===== src/rtl/exc_entry_pkg.sv =====
package exc_entry_pkg;
   typedef enum logic [1:0] {ST_IDLE, ST_REQ, ST_WAIT, ST_DONE} entry_st_e;
   typedef enum logic [1:0] {CS_NONE, CS_BRK, CS_MISS, CS_IRQ} cause_e;
endpackage


===== src/rtl/exc_cause_sel.sv =====
module exc_cause_sel
   import exc_entry_pkg::*;
#(
   parameter int XLEN     = 32,
   parameter int IRQ_W    = 32,
   parameter int VEC_W    = 8,
   parameter int IE_BIT   = 8,
   parameter int IRQ_BASE = 'h30,
   parameter int MISS_VEC = 4
) (
   input  logic             brk_req,
   input  logic [VEC_W-1:0] brk_trap,
   input  logic             miss_req,
   input  logic [IRQ_W-1:0] irq_pend,
   input  logic [XLEN-1:0]  stat,
   output cause_e           cause,
   output logic [VEC_W-1:0] vec
);
   localparam int IDX_W = (IRQ_W > 1) ? $clog2(IRQ_W) : 1;

   if (IE_BIT >= XLEN) begin : g_bad_ie
      $error("IE_BIT outside status word");
   end
   if (IRQ_BASE + IRQ_W > (1 << VEC_W)) begin : g_bad_vw
      $error("VEC_W too narrow for interrupt vectors");
   end

   logic [IDX_W-1:0] hi_idx;
   logic             irq_ok;

   always_comb begin
      hi_idx = '0;
      for (int i = 0; i < IRQ_W; i++) begin
         if (irq_pend[i]) hi_idx = IDX_W'(i);
      end
   end

   assign irq_ok = (|irq_pend) && stat[IE_BIT];

   always_comb begin
      cause = CS_NONE;
      vec   = '0;
      if (brk_req) begin
         cause = CS_BRK;
         vec   = brk_trap;
      end else if (miss_req) begin
         cause = CS_MISS;
         vec   = VEC_W'(MISS_VEC);
      end else if (irq_ok) begin
         cause = CS_IRQ;
         vec   = VEC_W'(IRQ_BASE) + VEC_W'(hi_idx);
      end
   end
endmodule


===== src/rtl/exc_flag_push.sv =====
module exc_flag_push #(
   parameter int XLEN  = 32,
   parameter int KEEP  = 2,
   parameter int SHIFT = 10
) (
   input  logic [XLEN-1:0] stat_in,
   output logic [XLEN-1:0] stat_out
);
   localparam int MOVE = XLEN - KEEP - SHIFT;

   if (KEEP < 1 || MOVE < 1) begin : g_bad_geom
      $error("status shift geometry invalid");
   end

   if (SHIFT == 0) begin : g_pass
      assign stat_out = stat_in;
   end else begin : g_shift
      assign stat_out = {stat_in[XLEN-1 -: KEEP], stat_in[MOVE-1:0], {SHIFT{1'b0}}};
   end
endmodule


===== src/rtl/exc_vec_addr.sv =====
module exc_vec_addr #(
   parameter int XLEN   = 32,
   parameter int VEC_W  = 8,
   parameter int STRIDE = 4
) (
   input  logic [XLEN-1:0]  base,
   input  logic [VEC_W-1:0] vec,
   output logic [XLEN-1:0]  addr
);
   localparam bit POW2 = (STRIDE > 0) && ((STRIDE & (STRIDE - 1)) == 0);
   localparam int SH   = (STRIDE > 1) ? $clog2(STRIDE) : 0;

   if (STRIDE < 1) begin : g_bad_stride
      $error("STRIDE must be positive");
   end

   if (POW2) begin : g_shift
      assign addr = base + (XLEN'(vec) << SH);
   end else begin : g_mul
      assign addr = base + XLEN'(vec) * XLEN'(STRIDE);
   end
endmodule


===== src/rtl/exc_entry_ctrl.sv =====
module exc_entry_ctrl
   import exc_entry_pkg::*;
#(
   parameter int XLEN     = 32,
   parameter int IRQ_W    = 32,
   parameter int VEC_W    = 8,
   parameter int IE_BIT   = 8,
   parameter int IRQ_BASE = 'h30,
   parameter int MISS_VEC = 4,
   parameter int BRK_OFS  = 2,
   parameter int STRIDE   = 4,
   parameter int KEEP     = 2,
   parameter int SHIFT    = 10
) (
   input  logic             clk,
   input  logic             rst_n,
   input  logic             brk_req,
   input  logic [VEC_W-1:0] brk_trap,
   input  logic             miss_req,
   input  logic [IRQ_W-1:0] irq_pend,
   input  logic [XLEN-1:0]  cur_pc,
   input  logic [XLEN-1:0]  cur_stat,
   input  logic [XLEN-1:0]  vec_base,
   output logic             rd_valid,
   output logic [XLEN-1:0]  rd_addr,
   input  logic             rd_ready,
   input  logic             rd_resp_valid,
   input  logic [XLEN-1:0]  rd_resp_data,
   output logic             done,
   output logic [XLEN-1:0]  new_pc,
   output logic [XLEN-1:0]  ret_pc,
   output logic [XLEN-1:0]  new_stat
);
   entry_st_e        st_q;
   cause_e           cause;
   logic [VEC_W-1:0] vec;
   logic [XLEN-1:0]  addr_c, stat_c, ret_c;
   logic [XLEN-1:0]  addr_q, ret_stage_q, stat_stage_q;

   exc_cause_sel #(
      .XLEN(XLEN), .IRQ_W(IRQ_W), .VEC_W(VEC_W), .IE_BIT(IE_BIT),
      .IRQ_BASE(IRQ_BASE), .MISS_VEC(MISS_VEC)
   ) u_sel (
      .brk_req(brk_req), .brk_trap(brk_trap), .miss_req(miss_req),
      .irq_pend(irq_pend), .stat(cur_stat), .cause(cause), .vec(vec)
   );

   exc_vec_addr #(.XLEN(XLEN), .VEC_W(VEC_W), .STRIDE(STRIDE)) u_addr (
      .base(vec_base), .vec(vec), .addr(addr_c)
   );

   exc_flag_push #(.XLEN(XLEN), .KEEP(KEEP), .SHIFT(SHIFT)) u_push (
      .stat_in(cur_stat), .stat_out(stat_c)
   );

   assign ret_c = (cause == CS_BRK) ? cur_pc + XLEN'(BRK_OFS) : cur_pc;

   always_ff @(posedge clk or negedge rst_n) begin
      if (!rst_n) begin
         st_q         <= ST_IDLE;
         addr_q       <= '0;
         ret_stage_q  <= '0;
         stat_stage_q <= '0;
         new_pc       <= '0;
         ret_pc       <= '0;
         new_stat     <= '0;
      end else begin
         unique case (st_q)
            ST_IDLE: if (cause != CS_NONE) begin
               st_q         <= ST_REQ;
               addr_q       <= addr_c;
               ret_stage_q  <= ret_c;
               stat_stage_q <= stat_c;
            end
            ST_REQ: if (rd_ready) st_q <= ST_WAIT;
            ST_WAIT: if (rd_resp_valid) begin
               st_q     <= ST_DONE;
               new_pc   <= rd_resp_data;
               ret_pc   <= ret_stage_q;
               new_stat <= stat_stage_q;
            end
            ST_DONE: st_q <= ST_IDLE;
            default: st_q <= ST_IDLE;
         endcase
      end
   end

   assign rd_valid = (st_q == ST_REQ);
   assign rd_addr  = addr_q;
   assign done     = (st_q == ST_DONE);
endmodule


===== config.mk =====
export PLATFORM = sky130hd
export DESIGN_NAME = exc_entry_ctrl
export DESIGN_NICKNAME = d
export VERILOG_FILES = /design/src/rtl/exc_entry_pkg.sv /design/src/rtl/exc_cause_sel.sv /design/src/rtl/exc_flag_push.sv /design/src/rtl/exc_vec_addr.sv /design/src/rtl/exc_entry_ctrl.sv
export SDC_FILE = /design/constraint.sdc
export NUM_CORES = 1
export LEC_CHECK = 0
export BUFFER_PORTS_ARGS = -buffer_cell sky130_fd_sc_hd__buf_2
export CORE_ASPECT_RATIO = 0.7
export CORE_UTILIZATION = 50
export CTS_CLUSTER_SIZE = 14
export DETAILED_ROUTE_END_ITERATION = 12
export PLACE_DENSITY = 0.79
export SLEW_MARGIN = 0
export SYNTH_ARGS = -nofsm -noshare
export SYNTH_HDL_FRONTEND = slang
export SYNTH_SLANG_ARGS = --single-unit

===== constraint.sdc =====
create_clock -name clk -period 4 [get_ports clk]
set_clock_uncertainty 0.2 [all_clocks]
set_input_delay 0 -clock clk [delete_from_list [all_inputs] [get_ports clk]]
set_output_delay 0 -clock clk [all_outputs]
set_load 0.1 [all_outputs]

==> impl_metrics.ini, run 1 <==
[run_status]
status = completed

[die]
dieArea_um2 = 17100
coreArea_um2 = 16300
placementRows = 39
ios = 304
die_w_um = 156
die_y_um = 110
start_util = 0.510

[synth]
netlist.area_leader.share = 0.524
ys_seq_elements = 174
synth.most_common_cell = dfrtp_1
syn-mean-instance-area_um2 = 11.2
synth_edf_count = 0
postSynth.asyncResetShare = 1.00
yosysWarnings = 0
ys_seq_area_frac = 0.524
synth.top_cells.by_count = 174 x dfrtp_1, 107 x mux2_2, 88 x nand2_1
ys_top_cells_by_area = dfrtp_1 52%, mux2_2 15%, xnor2_1 4.2%
synth_top_flop_cell = dfrtp_1
ys_types = 54
synth_top_area_cell = dfrtp_1
syn_inst = 744
netlist_area_um2 = 8310

[final_layout]
stdcell_count = 1421
final_layout_size_suffix_gt1_frac = 0.365
stdcell_area_um2 = 12200
area_growth_pct = 46.3
n_antenna_cell = 0
final_nets = 1373

[global_routing]
grtUsageTotal = 0.274
grt_pass1_vias = 7459
grt_max_degree = 90
grt_pass1_wl_um = 36200
grt_overflow = 0
antenna_found_initial = 0

[placement]
dpl_cell_area_um2 = 9890
dp_cells = 1228
gp_congestion = 0.911
hpwl_um = 14200
place_ws_ns = 0.475
io_buffers = 283

[worst_setup_path]
start_kind = input pin
criticalPathCategory = input pin to flip-flop
required_ns = 4.13
critPathMaxFanout = 11
endpoint_kind = flip-flop
crit_arrival_ns = 3.93

[timing]
slew_violations = 0
slew_headroom = 0.468
finalSetupViolCount = 0
rsz0062_at_grt = no
finalHoldViolCount = 0
tightest_slew_ns = 0.798
setup_ws_ns = 0.197
fin_setup_tns_ns = 0
finalCritPeriodShare = 0.951
max_freq_mhz = 263
min_period_ns = 3.80

[clock_tree]
clockBufferDepth = 2
clkLatencyLatePin_ns = 0.42
path_clk_slew_ns = 0.06
cts-root-buf = clkbuf_16
cts-buffers-inserted = 17
cts_tree = done
clock-sinks = 174
post_cts_buffers = 0
htreeDepth = 4

[hold_path]
hold_path_class = input pin to flip-flop

[route]
first_pass_iters = 8
antenna_left = 0
viasPerCell = 5.15
routedWlPerCell_um = 16.1
drt_wl_total_um = 22900
drc = 0
route.vias.total = 7322
drt_iter0_markers = 366

[job]
maxCapViolations = 0
[metal layers]
layer,vias to the layer above,wire [um],track usage
met1,3504,8920,0.305
met3,66,1610,0.0698
met5,-,0,0
met2,296,11600,0.496
li1,3456,-,-
met4,0,760,0.127
[worst max-delay path: stages]
cell,delay (ns)
buf_2,0.12
nor4_1,0.43
nand4_1,0.26
o31a_1,0.44
nand2_1,0.15
o21bai_1,0.10
o31a_1,0.12
ha_1,0.30
a211oi_1,0.30
o21ai_0,0.17
a41oi_1,0.24
buf_4,0.23
nor3_1,0.09
xnor2_1,0.15
dlygate4sd3_1,0.60
o21ai_0,0.20
[flip-flops by register name, summed over array words and instances (netlist names)]
name	flops
new_pc	32
rd_addr	32
ret_pc	32
ret_stage_q	32
new_stat	22
stat_stage_q	22
st_q	2
[cell families (layout without fill, tap and decap cells)]
| kind of cell | count (synthesis) | after routing | synth area share |
|---|---|---|---|
| flip-flops | 174 | 174 | 0.524 |
| multiplexers | 114 | 114 | 0.154 |
| buffers and inverters | 61 | 504 | 0.0401 |
| AO/OA/AOI/OAI | 117 | 117 | 0.0806 |
| other | 1 | 10 | 0.000451 |
| AND/OR/NAND/NOR | 205 | 205 | 0.117 |
| adder cells (fa/ha/maj) | 15 | 15 | 0.0235 |
| XOR/XNOR | 57 | 57 | 0.0601 |
[repair_timing]
action	4_1_cts	5_1_grt
hold endpoints to repair	204	0
resized for setup	0	0
hold buffers	162	0
[stage by stage]
| step | hold slack, ns | util |
|---|---|---|
| 2_1_floorplan | -0.496 | - |
| 4_1_cts | 0.000664 | 0.746 |
| 3_3_place_gp | -0.0853 | 0.607 |
| 5_1_grt | 0.0398 | 0.746 |
| 6_report | 0.0165 | 0.746 |
| 3_5_place_dp | -0.0876 | 0.607 |
[layout by cell type (no fill, tap or decap), types with 9 or more instances in the layout]
cell type	synthesis	layout
nand4_1	10	10
ha_1	14	14
clkbuf_16	0	17
mux2_2	107	107
xor2_1	17	17
o21ai_1	38	38
dfrtp_1	174	174
conb_1	1	10
a21oi_1	14	14
nand2_1	88	87
nor3_1	17	17
o21ai_0	38	38
nor4_1	9	9
buf_2	7	282
inv_1	21	21
xnor2_1	40	40
dlygate4sd3_1	0	162
nor2_1	36	36
nand3_1	14	14
[final cells by class]
type,count,area [um2]
well taps,225,282
clock buffers,19,453
inverters,21,78.8
repair buffers,452,3120
clock inverters,12,196
flip-flops and latches,174,4350
multi-input cells,518,3670
fillers,1112,4140
[worst paths after layout]
check,startpoint,end,slack (ns),cells past startpoint
setup / recovery,irq_pend[24],rd_addr[31],0.20,16
hold / removal,brk_trap[7],rd_addr[9],0.02,5
setup reg to reg,st_q[0],st_q[0],1.29,8
hold reg to reg,ret_stage_q[11],ret_stage_q[11],0.28,2
max in group asynchronous,rst_n,new_pc[12],2.62,3
min in group asynchronous,rst_n,stat_stage_q[27],0.03,2
Power of run 1 is left out: the tool's default activity adds up to more than one toggle a clock period on the data nets, which glitch-free logic cannot reach.
==> run 2, diff against run 1 <==
==> constraint.sdc (replaced) <==
create_clock -name clk -period 3.6 [get_ports clk]
set_clock_uncertainty 0.2 [all_clocks]
set_input_delay 0 -clock clk [delete_from_list [all_inputs] [get_ports clk]]
set_output_delay 0 -clock clk [all_outputs]
set_load 0.1 [all_outputs]
==> run 2 against run 1 <==
Compared with the run above:
- worst setup slack lost 0.058 ns
- core utilization shrank 0.32 points
- count of clock-buffer cells in the layout shrank 2
- critical path depth grew 1
- die area is the same
- hold slack lost 0.0015 ns
- critical path type unchanged
==> impl_metrics.ini, run 2 (synthesized netlist as in run 1, its figures left out) <==
[timing]
finalHoldViolCount = 0
finalCritPeriodShare = 0.961
finalSetupViolCount = 0
slew_headroom = 0.420
fin_setup_tns_ns = 0
setup_ws_ns = 0.139
slew_violations = 0
min_period_ns = 3.46
tightest_slew_ns = 0.870
max_freq_mhz = 289

[worst_setup_path]
cpLargestDelayFamily = compound AO/OA/AOI/OAI gates
crit_arrival_ns = 3.59
cpMostUsedCell = o31a_1
critPathMaxFanout = 9
criticalPathCategory = input pin to flip-flop
required_ns = 3.73
critPathSlowestCell = dlygate4sd3_1
crit_chain = buf_2 > nor4_2 > nand4_1 > o31a_1 > a32oi_1 > a21oi_1 > ha_1 > inv_1 > fa_2 > nor2b_1 > o31a_1 > o211ai_1 > buf_4 > nor3_2 > xnor2_1 > dlygate4sd3_1 > o21ai_0
slowest_delay_ns = 0.57
endpoint_kind = flip-flop
worst-path-buf-inv = 4
start_kind = input pin

[route]
drc = 0
route.vias.total = 7349
first_pass_iters = 5
viasPerCell = 5.17
drt_wl_total_um = 23400
drt_iter0_markers = 479
routedWlPerCell_um = 16.5
antenna_left = 0

[global_routing]
grt_pass1_wl_um = 36000
antenna_found_initial = 0
grt_pass1_vias = 7364
grt_max_degree = 97
grtUsageTotal = 0.273
grt_overflow = 0

[clock_tree]
path_clk_slew_ns = 0.07
clkLatencyLatePin_ns = 0.42
cts-root-buf = clkbuf_16
clock-sinks = 174
htreeDepth = 4
cts_tree = done
cts-buffers-inserted = 17
clockBufferDepth = 2

[final_layout]
final_common_cell = buf_2
final_layout_size_suffix_gt1_frac = 0.374
area_growth_pct = 45.7
n_antenna_cell = 0
final_nets = 1373
nFillCells = 1161
layout_common_cells = 282 x buf_2, 174 x dfrtp_1, 156 x dlygate4sd3_1

[die]
coreArea_um2 = 16300
dieArea_um2 = 17100
die_w_um = 156
placementRows = 39
start_util = 0.510
die_y_um = 110
ios = 304

[run_status]
status = completed

[placement]
gp_congestion = 0.877
io_buffers = 283
place_ws_ns = 0.0729
hpwl_um = 14700

[hold_path]
hold_path_class = input pin to async pin

[job]
maxCapViolations = 0
-- run 2: path summary, 6_finish.rpt --
check                        startpoint            to  slack [ns]  cells past startpoint
hold reg to reg             rd_addr[22]   rd_addr[22]        0.28                      2
max in group asynchronous         rst_n    new_pc[29]        2.20                      3
setup reg to reg                st_q[0]       st_q[0]        0.89                      8
min in group clk            brk_trap[6]    rd_addr[8]        0.04                      5
hold / removal                    rst_n  new_stat[20]        0.02                      2
setup / recovery           irq_pend[28]   rd_addr[28]        0.14                     17
-- run 2: layer usage --
metal | wire length, um | part of all wire | GRT usage | vias up
met1 | 9220 | 0.39 | 0.312 | 3551
li1 | - | - | - | 3454
met5 | 0 | 0 | 0 | -
met4 | 520 | 0.022 | 0.0938 | 0
met2 | 12000 | 0.51 | 0.491 | 301
met3 | 1620 | 0.069 | 0.0800 | 43
-- run 2: cell type report --
class / instances / area, um2 / area share
Inverter: 21 / 78.8 / 0.00651
Sequential cell: 174 / 4350 / 0.360
Multi-Input combinational cell: 518 / 3720 / 0.308
Timing Repair Buffer: 452 / 3090 / 0.256
Clock inverter: 15 / 148 / 0.0122
Clock buffer: 17 / 425 / 0.0351
Tap cell: 225 / 282 / 0.0233
-- run 2: repair_timing --
action,4_1_cts,5_1_grt
hold buffers,156,0
setup buffers,0,3
endpoints found under the setup margin,0,10
hold endpoints to repair,212,0
resized for setup,0,10
-- run 2: stage by stage --
stage / cells / area, um2 / util / hold WS, ns
after CTS: 1419 / 12000 / 0.738 / 0.0144
after detailed placement: 1231 / 9900 / 0.607 / -0.0663
after floorplan: 753 / 8340 / - / -0.496
after global routing: 1422 / 12100 / 0.743 / 0.0610
final: 1422 / 12100 / 0.743 / 0.0150
after global placement: 1231 / 9900 / 0.607 / -0.0627
Power of run 2 is left out for the same reason.
